$ cat config.mk
export PLATFORM = sky130hd
export DESIGN_NAME = pause_countdown_timer
export DESIGN_NICKNAME = d
export VERILOG_FILES = /design/src/rtl/cdt_pkg.sv /design/src/rtl/run_toggle_fsm.sv /design/src/rtl/bcd_down_counter.sv /design/src/rtl/zero_led_bank.sv /design/src/rtl/pause_countdown_timer.sv
export SDC_FILE = /design/constraint.sdc
export NUM_CORES = 1
export LEC_CHECK = 0
export ABC_AREA = 1
export CORE_MARGIN = 2
export CORE_UTILIZATION = 40
export CTS_CLUSTER_DIAMETER = 120
export DETAILED_ROUTE_END_ITERATION = 10
export PLACE_DENSITY_LB_ADDON = 0.2
export SYNTH_ARGS = -nofsm -noshare
export SYNTH_HDL_FRONTEND = slang
export SYNTH_HIERARCHICAL = 1
export SYNTH_SLANG_ARGS = --single-unit
$ cat constraint.sdc
create_clock -name clk -period 4.1 [get_ports clk]
set_input_delay 0.615 -clock clk [delete_from_list [all_inputs] [get_ports clk]]
set_output_delay 0.615 -clock clk [all_outputs]
set_load 0.005 [all_outputs]
$ cat src/rtl/cdt_pkg.sv
package cdt_pkg;

  typedef enum logic {
    ST_PAUSED  = 1'b0,
    ST_RUNNING = 1'b1
  } run_state_e;

  typedef struct packed {
    logic [3:0] tens;
    logic [3:0] units;
  } bcd2_t;

  // one-second decrement with borrow from units into tens
  function automatic bcd2_t bcd2_dec(bcd2_t v);
    bcd2_t r;
    if (v.units == 4'd0) begin
      r.units = 4'd9;
      r.tens  = v.tens - 4'd1;
    end else begin
      r.units = v.units - 4'd1;
      r.tens  = v.tens;
    end
    return r;
  endfunction

  function automatic int unsigned bcd2_value(bcd2_t v);
    return int'(v.tens) * 10 + int'(v.units);
  endfunction

  function automatic logic bcd2_is_zero(bcd2_t v);
    return (v.tens == 4'd0) && (v.units == 4'd0);
  endfunction

endpackage

$ cat src/rtl/run_toggle_fsm.sv
module run_toggle_fsm
  import cdt_pkg::*;
(
  input  logic clk,
  input  logic rst,
  input  logic toggle_i,
  input  logic freeze_i,
  output logic running_o
);

  run_state_e state_q, state_d;
  logic       flip_evt;

  assign flip_evt = toggle_i && !freeze_i;

  always_comb begin
    state_d = state_q;
    if (flip_evt) begin
      state_d = (state_q == ST_RUNNING) ? ST_PAUSED : ST_RUNNING;
    end
  end

  always_ff @(posedge clk) begin
    if (rst) state_q <= ST_PAUSED;
    else     state_q <= state_d;
  end

  assign running_o = (state_q == ST_RUNNING);

  // reset parks the FSM paused
  a_r1_reset_paused: assert property (@(posedge clk) rst |=> !running_o);

  // accepted pulse flips the state
  a_r4_toggle_flips: assert property (@(posedge clk) disable iff (rst)
    (toggle_i && !freeze_i) |=> (running_o != $past(running_o)));

  // without a pulse the state holds
  a_r4_hold_no_pulse: assert property (@(posedge clk) disable iff (rst)
    !toggle_i |=> $stable(running_o));

  // pulse at zero count is ignored
  a_r7_zero_ignores_toggle: assert property (@(posedge clk) disable iff (rst)
    (toggle_i && freeze_i) |=> $stable(running_o));

endmodule

$ cat src/rtl/bcd_down_counter.sv
module bcd_down_counter
  import cdt_pkg::*;
#(
  parameter int START_TENS  = 3,
  parameter int START_UNITS = 0
) (
  input  logic  clk,
  input  logic  rst,
  input  logic  dec_en_i,
  output bcd2_t value_o,
  output logic  zero_o
);

  localparam bcd2_t INIT_V = '{tens: 4'(START_TENS), units: 4'(START_UNITS)};

  bcd2_t       value_q;
  logic        dec_fire;
  int unsigned value_bin;

  assign zero_o    = bcd2_is_zero(value_q);
  assign dec_fire  = dec_en_i && !zero_o;
  assign value_bin = bcd2_value(value_q);

  always_ff @(posedge clk) begin
    if (rst)           value_q <= INIT_V;
    else if (dec_fire) value_q <= bcd2_dec(value_q);
  end

  assign value_o = value_q;

  // reset loads the start value
  a_r1_reset_loads: assert property (@(posedge clk)
    rst |=> (value_q == INIT_V));

  // a fired decrement lowers the value by one
  a_r2_step_one: assert property (@(posedge clk) disable iff (rst)
    dec_fire |=> (value_bin == $past(value_bin) - 1));

  // no enable, no change
  a_r3_hold_without_enable: assert property (@(posedge clk) disable iff (rst)
    !dec_en_i |=> $stable(value_q));

  // zero is sticky
  a_r5_zero_sticks: assert property (@(posedge clk) disable iff (rst)
    zero_o |=> zero_o);

  // digits stay valid decimal
  a_r8_digits_valid: assert property (@(posedge clk) disable iff (rst)
    (value_q.units <= 4'd9) && (value_q.tens <= 4'(START_TENS)));

endmodule

$ cat src/rtl/zero_led_bank.sv
module zero_led_bank #(
  parameter int LED_W = 16
) (
  input  logic             lit_i,
  output logic [LED_W-1:0] bank_o
);

  for (genvar i = 0; i < LED_W; i++) begin : g_led
    assign bank_o[i] = lit_i;
  end

endmodule

$ cat src/rtl/pause_countdown_timer.sv
module pause_countdown_timer
  import cdt_pkg::*;
#(
  parameter int LED_W       = 16,
  parameter int START_TENS  = 3,
  parameter int START_UNITS = 0
) (
  input  logic             clk,
  input  logic             rst,
  input  logic             start_stop,
  input  logic             sec_tick,
  output logic [3:0]       tens_digit,
  output logic [3:0]       units_digit,
  output logic             run_led,
  output logic [LED_W-1:0] led_bank
);

  logic  running;
  logic  at_zero;
  logic  dec_en;
  bcd2_t count;

  assign dec_en = sec_tick && running;

  run_toggle_fsm u_fsm (
    .clk       (clk),
    .rst       (rst),
    .toggle_i  (start_stop),
    .freeze_i  (at_zero),
    .running_o (running)
  );

  bcd_down_counter #(
    .START_TENS  (START_TENS),
    .START_UNITS (START_UNITS)
  ) u_cnt (
    .clk      (clk),
    .rst      (rst),
    .dec_en_i (dec_en),
    .value_o  (count),
    .zero_o   (at_zero)
  );

  zero_led_bank #(.LED_W(LED_W)) u_bank (
    .lit_i  (at_zero),
    .bank_o (led_bank)
  );

  assign tens_digit  = count.tens;
  assign units_digit = count.units;
  assign run_led     = running;

  // bank all-on exactly at zero digits, else all-off
  a_r6_bank_matches_digits: assert property (@(posedge clk) disable iff (rst)
    ((tens_digit == 4'd0 && units_digit == 4'd0) ? (led_bank == '1) : (led_bank == '0)));

  // a paused timer ignores a tick even if start arrives with it
  a_r9_pre_edge_state: assert property (@(posedge clk) disable iff (rst)
    (!run_led && sec_tick) |=> ($stable(tens_digit) && $stable(units_digit)));

endmodule

==> flow_metrics.env <==
export IMPL_clk_pin_slew_ns=0.06
export IMPL_data_required_time_at_the_worst_endpoint_ns=3.48
export IMPL_die_area_um2=2030
export IMPL_synth_area_leader_cell="sky130_fd_sc_hd__dfxtp_1"
export IMPL_busiest_grt_layer="met2"
export IMPL_timing_max_slew_rel_slack=0.630
export IMPL_syn2layout_area_growth_pct=30.6
export IMPL_dp_final_hpwl_um=942
export IMPL_cts_sinks=9
export IMPL_antenna_violations_before_repair=0
export IMPL_ys_async_sr_fraction=0
export IMPL_pin_count_of_the_biggest_net_entering_global_routing=19
export IMPL_synth_fp_nets=101
export IMPL_cts_buffer_depth=2
export IMPL_worstPathMaxFanout=18
export IMPL_finalSetupViolations=0
export IMPL_slew_viol_final=0
export IMPL_crit_type="reg2out"
export IMPL_power_leakage_uw=0.000365
export IMPL_final_nets=118
export IMPL_hp_start="u_cnt/value_o[4]"
export IMPL_syn_cell_area_um2=674
export IMPL_worst_r2r_startpoint="u_cnt/value_o[4]"
export IMPL_timing_hold_violations_final=0
export IMPL_r2r_end="u_fsm/running_o"
export IMPL_cpPeakStageDelay_ns=0.62
export IMPL_synth_top_area_frac=0.267
export IMPL_drt_wirelength_per_cell_um=9.45
export IMPL_syn_inst=95
export IMPL_avgSynthCellArea_um2=7.10
export IMPL_grt_residual_overflow=0
export IMPL_ctsRootBufferMaster="sky130_fd_sc_hd__clkbuf_4"
export IMPL_die_y_um=45.1
export IMPL_cp_cell_sequence="inv_1 > ha_1 > nand2_2 > nor2_2 > clkdlybuf4s50_1"
export IMPL_fin_worst_skew_ns=0.00196
export IMPL_std_cell_rows=14
export IMPL_chipWidth_um=45.1
export IMPL_routed_wirelength_um=1200
export IMPL_ios=29
export IMPL_run_status="completed"
export IMPL_finalWorstSetupSlack_ns=1.41
export IMPL_r2r_depth=7
export IMPL_first_global_vias=456
export IMPL_routed_via_count=560
export IMPL_ff_latch_area_um2=180
export IMPL_post_route_cells_drive_above_1_share=0.153
export IMPL_cts_tree="built"
export IMPL_gr_usage_all_layers=0.134
export IMPL_nFillCells=163
export IMPL_cts_post_setup_buffers_inserted=0
export IMPL_hold_path_class="reg2reg"
export IMPL_first_iter_violations=8
export IMPL_grt_util_met3=0.0240
export IMPL_groute_layer_met1_usage=0.175
export IMPL_cellPowerDensity_nw_per_um2=240
export IMPL_drt_pass1_iter_count=2
export IMPL_synth_area_top_cells="sky130_fd_sc_hd__dfxtp_1, sky130_fd_sc_hd__buf_4, sky130_fd_sc_hd__nand2_1"
export IMPL_setup_worst_path_start_class="flip-flop"
export IMPL_whs_endpoint="u_cnt/value_o[4]"
export IMPL_yosys_most_used_dff="sky130_fd_sc_hd__dfxtp_1"
export IMPL_cpMaxStageDelayCell="sky130_fd_sc_hd__clkdlybuf4s50_1"
export IMPL_synth_ff_latch_count=9
export IMPL_worst_pin_slew_ns=0.555
export IMPL_data_arrival_time_of_the_critical_path_ns=2.08
export IMPL_grt_first_pass_wirelength_um=1950
export IMPL_maximum_capacitance_violations=0
export IMPL_gp_congestion=0.803
export IMPL_worst_path_stages=5
export IMPL_ant_diodes=0
export IMPL_floorplan_initialDensity=0.438
export IMPL_critical_path_buf_inv_count=2
export IMPL_timing_fmax_mhz=371
export IMPL_end_kind="output port"
export IMPL_yosysWarningCount=6
export IMPL_antenna_left=0
export IMPL_vias_per_cell=4.41
export IMPL_synth_seq_area_share=0.267
export IMPL_multiInputGateArea_um2=318
export IMPL_yosys_cell_types_count=21
export IMPL_holdPathStages=2
export IMPL_cp_top_family="buffers and inverters"
export IMPL_fp_coreArea_um2=1540
export IMPL_irDropWorstVdd_mv=0.149
export IMPL_final_period_demand_of_the_worst_path_ns=2.69
export IMPL_r2r_slack_ns=2.45
export IMPL_postLayoutCellArea_um2=881
export IMPL_grt_setup_unrepaired="no"
export IMPL_clkLatencyLatePin_ns=0.26
export IMPL_synth_enable_flop_cells=0
export IMPL_cts_htree_levels=1
export IMPL_global_route_usage_met2=0.200
export IMPL_cts_made_buffers=3
export IMPL_hold_buffer_count_at_cts=0
export IMPL_post_synth_most_frequent_cells="sky130_fd_sc_hd__nand2_1, sky130_fd_sc_hd__buf_4, sky130_fd_sc_hd__inv_1"
export IMPL_count_of_buffers_from_port_buffering=28
export IMPL_post_place_ws_ns=1.64
export IMPL_timing_setup_tns_ns=0
export IMPL_post_route_drc_count=0
export IMPL_total_power_uw=211
export IMPL_final_min_period_over_clock_period=0.657
export IMPL_post_dp_cell_area_um2=855
export IMPL_synth_most_common_cell="sky130_fd_sc_hd__nand2_1"
export IMPL_cts_repair_resized=0
[routing by layer]
metal,vias to the layer above,part of all wire
li1,315,-
met2,10,0.48
met3,0,0.038
met4,0,0
met1,235,0.49
met5,-,0
[flip-flops by register name, indices dropped and copies added, names as in the netlist]
register and count:
u_cnt/value_o 8, u_fsm/running_o 1
[power by group]
| group | total [µW] | internal, µW | switching [µW] |
|---|---|---|---|
| sequential | 95.7 | 91.6 | 4.09 |
| combinational | 46.5 | 23.0 | 23.5 |
| clock | 69.0 | 37.5 | 31.5 |
[stage by stage]
stage | hold WS, ns | cells | utilization
finish | 0.507 | 127 | 0.571
global route | 0.544 | 127 | 0.571
CTS | 0.512 | 127 | 0.571
detailed placement | 0.495 | 123 | 0.554
global placement | 0.483 | 123 | 0.554
floorplan | 0.487 | 95 | -
[cell families (layout without fill, tap and decap cells)]
| logic type | count (synthesis) | count (layout) | share of synthesized area |
|---|---|---|---|
| adders and majority gates | 2 | 2 | 0.0371 |
| AOI/OAI and AO/OA | 11 | 11 | 0.0872 |
| buffers and inverters | 31 | 47 | 0.262 |
| and+or+nand+nor | 42 | 42 | 0.347 |
| DFF | 9 | 9 | 0.267 |
[worst min-delay path: stages (launching register included)]
cell and delay [ns]:
sky130_fd_sc_hd__dfxtp_1 0.32, sky130_fd_sc_hd__nand2_1 0.06, sky130_fd_sc_hd__nand3b_1 0.07
[layout by cell type (no fill, tap or decap), drive strengths merged]
cell / netlist / routed
clkbuf: 0 / 4
nand3: 5 / 5
nand4: 2 / 2
ha: 2 / 2
inv: 14 / 14
clkdlybuf4s50: 0 / 28
a21oi: 9 / 9
nand2: 27 / 27
clkinv: 1 / 1
nand3b: 1 / 1
nor2: 7 / 7
dfxtp: 9 / 9
o21ai: 2 / 2
[cell type report]
type,count,share of cell area
sequential,9,0.205
multi-input combinational,55,0.361
timing repair buffer,28,0.318
inverter,15,0.0639
clock buffer,4,0.0298
tap,16,0.0227
[worst max-delay path by stage]
stage / startpoint / to
6_report: u_cnt/value_o[4] / led_bank[6]
5_1_grt: u_cnt/value_o[4] / led_bank[6]
4_1_cts: u_cnt/value_o[4] / led_bank[6]
3_5_place_dp: u_cnt/value_o[4] / led_bank[6]
3_3_place_gp: u_cnt/value_o[4] / led_bank[4]
2_1_floorplan: u_cnt/value_o[4] / led_bank[0]
(Power assumes the default switching activity.)
